### config.mk
export PLATFORM = sky130hd
export DESIGN_NAME = dphy_lane_timing_calc
export DESIGN_NICKNAME = d
export VERILOG_FILES = /design/src/rtl/dtc_pkg.sv /design/src/rtl/dtc_ctrl.sv /design/src/rtl/dtc_datapath.sv /design/src/rtl/dphy_lane_timing_calc.sv
export SDC_FILE = /design/constraint.sdc
export NUM_CORES = 2
export LEC_CHECK = 0
export BUFFER_PORTS_ARGS = -buffer_cell sky130_fd_sc_hd__clkbuf_2
export CORE_ASPECT_RATIO = 0.75
export CORE_MARGIN = 5
export CORE_UTILIZATION = 45
export DETAILED_ROUTE_END_ITERATION = 7
export GPL_TIMING_DRIVEN = 0
export SETUP_SLACK_MARGIN = 0.3
export SYNTH_ARGS = -nofsm -noshare
export SYNTH_HDL_FRONTEND = slang
export SYNTH_HIERARCHICAL = 1
export SYNTH_SLANG_ARGS = --single-unit
### constraint.sdc
create_clock -name clk -period 12.9 [get_ports clk]
set_clock_uncertainty 0.1 [all_clocks]
set_input_delay 2.58 -clock clk [delete_from_list [all_inputs] [get_ports clk]]
set_output_delay 2.58 -clock clk [all_outputs]
set_load 0.005 [all_outputs]
### src/rtl/dtc_pkg.sv
package dtc_pkg;

  localparam int LPX_W   = 6;
  localparam int PREP_W  = 7;
  localparam int ZERO_W  = 6;
  localparam int TRAIL_W = 7;
  localparam int EXIT_W  = 5;
  localparam int POST_W  = 4;
  localparam int PRE_W   = 4;
  localparam int TA_W    = 6;

  localparam int NUM_BANDS = 11;

  // Ordered division steps; order matters, later steps use earlier quotients
  typedef enum logic [3:0] {
    S_BYTE_PS, S_ESC_DIV, S_ESC_HZ, S_ESC_PS,
    S_EXIT, S_POST, S_PRE, S_LPX,
    S_TA_GO, S_TA_SURE, S_TA_WAIT
  } stepT;

  typedef struct packed {
    logic capture;
    logic divLoad;
    logic divShift;
    logic store;
    stepT step;
  } ctrlStrobeT;

  typedef struct packed {
    logic [PREP_W-1:0]  prep;
    logic [ZERO_W-1:0]  clkZero;
    logic [ZERO_W-1:0]  dataZero;
    logic [TRAIL_W-1:0] trail;
  } bandRowT;

  localparam int unsigned BAND_MHZ [NUM_BANDS] =
    '{110, 150, 200, 250, 300, 400, 500, 600, 700, 800, 1000};
  localparam logic [PREP_W-1:0] BAND_PREP [NUM_BANDS] =
    '{7'h20, 7'h06, 7'h18, 7'h05, 7'h51, 7'h64, 7'h20, 7'h6A, 7'h3E, 7'h21, 7'h09};
  localparam logic [ZERO_W-1:0] BAND_CZERO [NUM_BANDS] =
    '{6'h16, 6'h16, 6'h17, 6'h17, 6'h18, 6'h19, 6'h1B, 6'h1D, 6'h1E, 6'h1F, 6'h20};
  localparam logic [ZERO_W-1:0] BAND_DZERO [NUM_BANDS] =
    '{6'h02, 6'h03, 6'h04, 6'h05, 6'h06, 6'h07, 6'h07, 6'h08, 6'h08, 6'h09, 6'h09};
  localparam logic [TRAIL_W-1:0] BAND_TRAIL [NUM_BANDS] =
    '{7'h22, 7'h45, 7'h0B, 7'h16, 7'h2C, 7'h33, 7'h4E, 7'h3A, 7'h6A, 7'h29, 7'h27};

  // First band whose limit covers the rate; anything above the top limit uses the top band
  function automatic bandRowT bandLookup(input logic [63:0] rateHz);
    bandRowT row;
    int sel;
    sel = NUM_BANDS - 1;
    for (int i = NUM_BANDS - 1; i >= 0; i--) begin
      if (rateHz <= 64'(BAND_MHZ[i]) * 64'd1000000) sel = i;
    end
    row.prep     = BAND_PREP[sel];
    row.clkZero  = BAND_CZERO[sel];
    row.dataZero = BAND_DZERO[sel];
    row.trail    = BAND_TRAIL[sel];
    return row;
  endfunction

endpackage

### src/rtl/dtc_ctrl.sv
module dtc_ctrl
  import dtc_pkg::*;
#(
  parameter int DIV_W = 41
) (
  input  logic       clk,
  input  logic       rstN,
  input  logic       start,
  output ctrlStrobeT strobe,
  output logic       done
);

  localparam int   ITER_W    = $clog2(DIV_W);
  localparam stepT LAST_STEP = S_TA_WAIT;

  typedef enum logic [1:0] {ST_IDLE, ST_LOAD, ST_SHIFT, ST_STORE} stateT;

  stateT             state;
  stepT              step;
  logic [ITER_W-1:0] iter;

  always_ff @(posedge clk or negedge rstN) begin
    if (!rstN) begin
      state <= ST_IDLE;
      step  <= S_BYTE_PS;
      iter  <= '0;
      done  <= 1'b0;
    end else begin
      unique case (state)
        ST_IDLE: begin
          if (start) begin
            done  <= 1'b0;
            step  <= S_BYTE_PS;
            state <= ST_LOAD;
          end
        end
        ST_LOAD: begin
          iter  <= '0;
          state <= ST_SHIFT;
        end
        ST_SHIFT: begin
          iter <= iter + ITER_W'(1);
          if (iter == ITER_W'(DIV_W - 1)) state <= ST_STORE;
        end
        ST_STORE: begin
          if (step == LAST_STEP) begin
            done  <= 1'b1;
            state <= ST_IDLE;
          end else begin
            step  <= stepT'(step + 4'd1);
            state <= ST_LOAD;
          end
        end
        default: state <= ST_IDLE;
      endcase
    end
  end

  always_comb begin
    strobe.capture  = (state == ST_IDLE) && start;
    strobe.divLoad  = (state == ST_LOAD);
    strobe.divShift = (state == ST_SHIFT);
    strobe.store    = (state == ST_STORE);
    strobe.step     = step;
  end

endmodule

### src/rtl/dtc_datapath.sv
module dtc_datapath
  import dtc_pkg::*;
#(
  parameter int          RATE_W = 32,
  parameter int          PS_W   = 32,
  parameter int          DIV_W  = 41,
  parameter int unsigned ESC_HZ = 20000000
) (
  input  logic               clk,
  input  logic               rstN,
  input  ctrlStrobeT         strobe,
  input  logic [RATE_W-1:0]  pllRateHz,
  input  logic [PS_W-1:0]    exitPs,
  input  logic [PS_W-1:0]    clkPostPs,
  input  logic [PS_W-1:0]    clkPrePs,
  input  logic [PS_W-1:0]    lpxPs,
  input  logic [PS_W-1:0]    taGoPs,
  input  logic [PS_W-1:0]    taSurePs,
  input  logic [PS_W-1:0]    taWaitPs,
  output logic [LPX_W-1:0]   lpxCnt,
  output logic [PREP_W-1:0]  prepCnt,
  output logic [ZERO_W-1:0]  clkZeroCnt,
  output logic [ZERO_W-1:0]  dataZeroCnt,
  output logic [TRAIL_W-1:0] trailCnt,
  output logic [EXIT_W-1:0]  exitCnt,
  output logic [POST_W-1:0]  postCnt,
  output logic [PRE_W-1:0]   preCnt,
  output logic [TA_W-1:0]    taGoCnt,
  output logic [TA_W-1:0]    taSureCnt,
  output logic [TA_W-1:0]    taWaitCnt,
  output logic               overflow
);

  localparam int NUM_PS = 7;
  localparam logic [DIV_W-1:0] PS_PER_S = DIV_W'(64'd1000000000000);
  localparam logic [DIV_W-1:0] ESC_LIM  = DIV_W'(ESC_HZ);

  function automatic logic [DIV_W-1:0] maxOf(input int w);
    return DIV_W'((64'd1 << w) - 64'd1);
  endfunction

  logic [RATE_W-1:0] rateQ;
  logic [PS_W-1:0]   psQ [NUM_PS];
  logic [DIV_W-1:0]  bytePs, escDiv, escHz, escPs;
  logic [DIV_W-1:0]  quo, dsorQ;
  logic [DIV_W:0]    rem;
  logic [DIV_W-1:0]  byteHz;

  assign byteHz = DIV_W'(rateQ >> 3);

  // Captured picosecond inputs
  logic [PS_W-1:0] psIn [NUM_PS];
  assign psIn[0] = exitPs;
  assign psIn[1] = clkPostPs;
  assign psIn[2] = clkPrePs;
  assign psIn[3] = lpxPs;
  assign psIn[4] = taGoPs;
  assign psIn[5] = taSurePs;
  assign psIn[6] = taWaitPs;

  generate
    for (genvar g = 0; g < NUM_PS; g++) begin : g_cap
      always_ff @(posedge clk or negedge rstN) begin
        if (!rstN)                psQ[g] <= '0;
        else if (strobe.capture)  psQ[g] <= psIn[g];
      end
    end
  endgenerate

  always_ff @(posedge clk or negedge rstN) begin
    if (!rstN)               rateQ <= '0;
    else if (strobe.capture) rateQ <= pllRateHz;
  end

  // Operand selection per step; ceiling done by adding divisor minus one
  logic [DIV_W-1:0] dend, dsor;
  always_comb begin
    dend = '0;
    dsor = '0;
    unique case (strobe.step)
      S_BYTE_PS: begin dend = PS_PER_S;                    dsor = byteHz; end
      S_ESC_DIV: begin dend = byteHz + ESC_LIM - 1'b1;     dsor = ESC_LIM; end
      S_ESC_HZ:  begin dend = byteHz;                      dsor = escDiv; end
      S_ESC_PS:  begin dend = PS_PER_S;                    dsor = escHz; end
      S_EXIT:    begin dend = DIV_W'(psQ[0]) + bytePs - 1'b1; dsor = bytePs; end
      S_POST:    begin dend = DIV_W'(psQ[1]) + bytePs - 1'b1; dsor = bytePs; end
      S_PRE:     begin dend = DIV_W'(psQ[2]) + bytePs - 1'b1; dsor = bytePs; end
      S_LPX:     begin dend = DIV_W'(psQ[3]) + bytePs - 1'b1; dsor = bytePs; end
      S_TA_GO:   begin dend = DIV_W'(psQ[4]) + escPs - 1'b1;  dsor = escPs; end
      S_TA_SURE: begin dend = DIV_W'(psQ[5]) + escPs - 1'b1;  dsor = escPs; end
      S_TA_WAIT: begin dend = DIV_W'(psQ[6]) + escPs - 1'b1;  dsor = escPs; end
      default:   begin dend = '0; dsor = '0; end
    endcase
  end

  // Shared restoring divider, one quotient bit per cycle
  logic [DIV_W:0] remSh;
  assign remSh = {rem[DIV_W-1:0], quo[DIV_W-1]};

  always_ff @(posedge clk or negedge rstN) begin
    if (!rstN) begin
      quo   <= '0;
      rem   <= '0;
      dsorQ <= '0;
    end else if (strobe.divLoad) begin
      quo   <= dend;
      rem   <= '0;
      dsorQ <= dsor;
    end else if (strobe.divShift) begin
      if (remSh >= {1'b0, dsorQ}) begin
        rem <= remSh - {1'b0, dsorQ};
        quo <= {quo[DIV_W-2:0], 1'b1};
      end else begin
        rem <= remSh;
        quo <= {quo[DIV_W-2:0], 1'b0};
      end
    end
  end

  // LPX adjustment and clamping to the destination field
  logic [DIV_W-1:0] storeVal, fieldMax, satVal;
  logic             isCount, storeOvf;
  always_comb begin
    storeVal = quo;
    if (strobe.step == S_LPX && quo >= DIV_W'(2)) storeVal = quo - DIV_W'(2);
    isCount = 1'b1;
    unique case (strobe.step)
      S_EXIT:                       fieldMax = maxOf(EXIT_W);
      S_POST:                       fieldMax = maxOf(POST_W);
      S_PRE:                        fieldMax = maxOf(PRE_W);
      S_LPX:                        fieldMax = maxOf(LPX_W);
      S_TA_GO, S_TA_SURE, S_TA_WAIT: fieldMax = maxOf(TA_W);
      default: begin
        fieldMax = '1;
        isCount  = 1'b0;
      end
    endcase
    storeOvf = isCount && (storeVal > fieldMax);
    satVal   = storeOvf ? fieldMax : storeVal;
  end

  bandRowT bandRow;
  assign bandRow = bandLookup(64'(rateQ));

  always_ff @(posedge clk or negedge rstN) begin
    if (!rstN) begin
      bytePs      <= '0;
      escDiv      <= '0;
      escHz       <= '0;
      escPs       <= '0;
      lpxCnt      <= '0;
      prepCnt     <= '0;
      clkZeroCnt  <= '0;
      dataZeroCnt <= '0;
      trailCnt    <= '0;
      exitCnt     <= '0;
      postCnt     <= '0;
      preCnt      <= '0;
      taGoCnt     <= '0;
      taSureCnt   <= '0;
      taWaitCnt   <= '0;
      overflow    <= 1'b0;
    end else if (strobe.store) begin
      if (storeOvf) overflow <= 1'b1;
      unique case (strobe.step)
        S_BYTE_PS: begin
          bytePs      <= quo;
          prepCnt     <= bandRow.prep;
          clkZeroCnt  <= bandRow.clkZero;
          dataZeroCnt <= bandRow.dataZero;
          trailCnt    <= bandRow.trail;
        end
        S_ESC_DIV: escDiv    <= quo;
        S_ESC_HZ:  escHz     <= quo;
        S_ESC_PS:  escPs     <= quo;
        S_EXIT:    exitCnt   <= satVal[EXIT_W-1:0];
        S_POST:    postCnt   <= satVal[POST_W-1:0];
        S_PRE:     preCnt    <= satVal[PRE_W-1:0];
        S_LPX:     lpxCnt    <= satVal[LPX_W-1:0];
        S_TA_GO:   taGoCnt   <= satVal[TA_W-1:0];
        S_TA_SURE: taSureCnt <= satVal[TA_W-1:0];
        S_TA_WAIT: taWaitCnt <= satVal[TA_W-1:0];
        default: ;
      endcase
    end
  end

endmodule

### src/rtl/dphy_lane_timing_calc.sv
module dphy_lane_timing_calc
  import dtc_pkg::*;
#(
  parameter int          RATE_W = 32,
  parameter int          PS_W   = 32,
  parameter int          DIV_W  = 41,
  parameter int unsigned ESC_HZ = 20000000
) (
  input  logic               clk,
  input  logic               rstN,
  input  logic               start,
  input  logic [RATE_W-1:0]  pllRateHz,
  input  logic [PS_W-1:0]    exitPs,
  input  logic [PS_W-1:0]    clkPostPs,
  input  logic [PS_W-1:0]    clkPrePs,
  input  logic [PS_W-1:0]    lpxPs,
  input  logic [PS_W-1:0]    taGoPs,
  input  logic [PS_W-1:0]    taSurePs,
  input  logic [PS_W-1:0]    taWaitPs,
  output logic [LPX_W-1:0]   lpxCnt,
  output logic [PREP_W-1:0]  prepCnt,
  output logic [ZERO_W-1:0]  clkZeroCnt,
  output logic [ZERO_W-1:0]  dataZeroCnt,
  output logic [TRAIL_W-1:0] trailCnt,
  output logic [EXIT_W-1:0]  exitCnt,
  output logic [POST_W-1:0]  postCnt,
  output logic [PRE_W-1:0]   preCnt,
  output logic [1:0]         wakeHi,
  output logic [7:0]         wakeLo,
  output logic [TA_W-1:0]    taGoCnt,
  output logic [TA_W-1:0]    taSureCnt,
  output logic [TA_W-1:0]    taWaitCnt,
  output logic               done,
  output logic               overflow
);

  localparam logic [9:0] WAKE_COUNT = 10'h3FF;

  ctrlStrobeT strobe;

  assign wakeHi = WAKE_COUNT[9:8];
  assign wakeLo = WAKE_COUNT[7:0];

  dtc_ctrl #(.DIV_W(DIV_W)) u_ctrl (
    .clk    (clk),
    .rstN   (rstN),
    .start  (start),
    .strobe (strobe),
    .done   (done)
  );

  dtc_datapath #(
    .RATE_W (RATE_W),
    .PS_W   (PS_W),
    .DIV_W  (DIV_W),
    .ESC_HZ (ESC_HZ)
  ) u_dp (
    .clk         (clk),
    .rstN        (rstN),
    .strobe      (strobe),
    .pllRateHz   (pllRateHz),
    .exitPs      (exitPs),
    .clkPostPs   (clkPostPs),
    .clkPrePs    (clkPrePs),
    .lpxPs       (lpxPs),
    .taGoPs      (taGoPs),
    .taSurePs    (taSurePs),
    .taWaitPs    (taWaitPs),
    .lpxCnt      (lpxCnt),
    .prepCnt     (prepCnt),
    .clkZeroCnt  (clkZeroCnt),
    .dataZeroCnt (dataZeroCnt),
    .trailCnt    (trailCnt),
    .exitCnt     (exitCnt),
    .postCnt     (postCnt),
    .preCnt      (preCnt),
    .taGoCnt     (taGoCnt),
    .taSureCnt   (taSureCnt),
    .taWaitCnt   (taWaitCnt),
    .overflow    (overflow)
  );

endmodule

==> impl_metrics.py <==
metrics = {
    "run_status": {
        "status": "finished, violations left",
        "violations": "design-rule violations, max-capacitance violations, max-slew violations",
    },
    "sta": {
        "tns_ns": 0,
        "fmax_mhz": 138,
        "period_minus_slack_ns": 7.27,
        "holdWs_ns": 0.382,
        "worst_pin_slew_ns": 1.57,
        "final_hold_viol_count": 0,
        "fin_crit_sh_pct": 56.3,
        "relSlewSlack_pct": -4.63,
        "rsz0062_at_grt": "false",
        "setup_viol_count_final": 0,
        "finalMaxSlewViolations": 35,
    },
    "route": {
        "drtPass1Iterations": 8,
        "routed_wl_um": 242000,
        "vias": 50800,
        "via_per_inst": 6.09,
        "wire_per_inst_um": 29.0,
        "final_antenna_net_count": 0,
        "drt_iter0_markers": 6976,
        "drc": 3,
    },
    "grt": {
        "antenna_found_initial": 25,
        "grt_overflow": 0,
        "grt_max_degree": 108,
        "grtUsageTotal_pct": 39.3,
        "grt_first_pass_wirelength_um": 340000,
        "grt_pass1_vias": 46600,
    },
    "clock_tree": {
        "path_clk_slew_ns": 0.07,
        "cts_hold_buffers": 0,
        "clock_sinks": 618,
        "cts_root_buf": "clkbuf_16",
        "cts_buffer_depth": 3,
        "cts_buffers": 69,
        "cts_tree": "yes",
        "worstSkewPairLatency_ns": 0.69,
        "htree_levels": 3,
        "cts_setup_buffers": 0,
        "cts.repair.resized": 0,
    },
    "logic_synthesis": {
        "synth-edff-count": 0,
        "avgSynthCellArea_um2": 8.03,
        "seq_area_frac_synth_pct": 30.3,
        "async_reset_ff_share_pct": 100,
        "synth_cell_types": 86,
        "yosys_warnings": 6,
        "synth_area_um2": 51000,
        "yosysTopAreaCell": "dfrtp_1",
        "syn_inst": 6347,
        "yosysMostFrequentCell": "inv_1",
        "synthFlopType": "dfrtp_1",
        "synth_top_cell_area_share_pct": 30.3,
        "yosys-top-cells-count": "884 x inv_1, 697 x nand2_1, 624 x o21ai_0",
        "ys_ff_latch": 618,
        "ys_top_cells_by_area": "dfrtp_1 30%, ha_1 14%, inv_1 6.5%",
    },
    "power": {
        "p_per_area_nw_per_um2": 72.5,
        "vdd_drop_max_v": 0.000113,
        "total_power_w": 0.00415,
        "power_leakage_nw": 29.2,
    },
    "placed_design": {
        "port_buffers": 321,
        "place.gp.congestion": 1.08,
        "dp_hpwl_um": 198000,
        "place_inst": 8215,
        "placed_cell_area_um2": 54800,
    },
    "finish": {
        "stdcell_count": 8348,
        "nets": 7585,
        "synthToLayoutAreaGrowth_pct": 12.2,
        "drive_gt1_share_pct": 9.76,
        "final_area_um2": 57200,
    },
    "floorplanning": {
        "coreArea_um2": 113000,
        "fp.dieW_um": 399,
        "rows": 107,
        "initial_core_util_pct": 45.1,
        "dieArea_um2": 120000,
        "num_io_pins": 334,
        "die_y_um": 302,
    },
    "worst_setup_path": {
        "worstPathRequired_ns": 13.39,
        "path_max_fanout": 10,
        "critPathSlowestCell": "or4_1",
        "worstSetupPathType": "flip-flop to flip-flop",
        "worstPathArrival_ns": 7.76,
        "cp-start-kind": "flip-flop",
        "crit_family": "simple AND/OR/NAND/NOR gates",
        "path_buf_inv": 4,
        "endpoint_kind": "flip-flop",
        "cpPeakStageDelay_ns": 0.68,
    },
    "hold_path": {
        "worst_hold_path_type": "flip-flop to flip-flop",
    },
    "flow_run": {
        "drv_cap": 6,
    },
}
[kinds of logic after synthesis]
group / share of synthesized area (%)
muxes: 4.65
DFF: 30.3
other: 0.0147
adders and majority gates: 14.0
buffers and inverters: 9.27
and+or+nand+nor: 13.9
xor gates and xnor gates: 4.86
AOI/OAI and AO/OA: 23.0
[power by group]
part	internal [W]	switching, W
clock network	0.00122	0.000904
registers	0.00194	0
logic	0.0000350	0.0000530
[layer usage]
metal	GRT usage, %	part of all wire [%]
met1	59.9	46
met2	51.5	37
met3	11.7	12
met4	14.3	4.4
met5	0	0.088
[worst reg2reg max path, cell delays in order (launching register included)]
cell and delay [ns]:
dfrtp_1 0.37, clkbuf_1 0.23, or4_1 0.68, or4_1 0.55
nand3b_1 0.36, o31ai_4 0.49, or4_1 0.18, buf_2 0.22
or3_1 0.15, clkbuf_1 0.33, or2_2 0.24, nor3_1 0.06
xor2_1 0.18, ha_1 0.33, nand4_1 0.12, nor2_1 0.25
nand2_1 0.17, nor3_1 0.30, o21ai_0 0.27, or3b_2 0.26
a221o_1 0.10, o211ai_1 0.22, a31o_4 0.36, and2_1 0.16
clkbuf_1 0.26, a21oi_1 0.25
[cell usage in the layout, fill, tap and decap left out, types with 39 or more instances in the layout]
cell type / n
inv_1: 884
o211ai_1: 39
o22ai_1: 59
o21a_1: 46
clkbuf_2: 322
xor2_1: 145
a31oi_1: 60
nor2_1: 337
a21oi_1: 399
a211oi_1: 62
mux2i_1: 66
dfrtp_1: 618
clkbuf_1: 335
nand2_1: 697
nor3_1: 88
o21ai_0: 622
o21bai_1: 55
a22oi_1: 40
ha_1: 557
clkbuf_16: 71
mux2_2: 149
xnor2_1: 138
a21o_1: 158
nand4_1: 74
nand3_1: 96
[per-stage QoR]
| stage | util, % | setup WS (ns) |
|---|---|---|
| global route | 50.6 | 5.28 |
| CTS | 50.6 | 5.82 |
| global placement | 48.3 | -5.91 |
| finish | 50.6 | 5.63 |
| detailed placement | 48.5 | 5.84 |
| floorplan | - | 6.81 |
[sequential cells by signal, summed over array words and instances, names as in the netlist, 7 cells and up]
| register | cells |
|---|---|
| u_dp/dsorQ | 41 |
| u_dp/prepCnt | 7 |
| u_dp/bytePs | 41 |
| u_dp/escHz | 41 |
| u_dp/quo | 41 |
| u_dp/rem | 41 |
| u_dp/rateQ | 32 |
| u_dp/psQ | 224 |
| u_dp/escDiv | 41 |
| u_dp/trailCnt | 7 |
| u_dp/escPs | 41 |
[area by class of cell]
cell class / count / area [um^2]
Antenna cell: 7 / 17.5
Buffer: 359 / 1410
Clock buffer: 93 / 1950
Clock inverter: 32 / 422
Fill cell: 11300 / 55800
Inverter: 884 / 3320
Multi-Input combinational cell: 4496 / 30900
Sequential cell: 618 / 15500
Tap cell: 1526 / 1910
Timing Repair Buffer: 333 / 1860
[path summary, 6_finish.rpt]
kind | slack [ns] | startpoint | end | cells after the start
max | 5.63 | u_dp/quo[27] | u_dp/lpxCnt[0] | 25
min | 0.38 | u_dp/taGoCnt[3] | u_dp/taGoCnt[3] | 2
max reg2reg | 5.63 | u_dp/quo[27] | u_dp/lpxCnt[0] | 25
min reg2reg | 0.38 | u_dp/taGoCnt[3] | u_dp/taGoCnt[3] | 2
max in group asynchronous | 9.09 | rstN | u_dp/psQ[207] | 4
min in group asynchronous | 1.71 | rstN | u_dp/rem[38] | 1
Note: power is estimated with default switching activity, not from simulation.
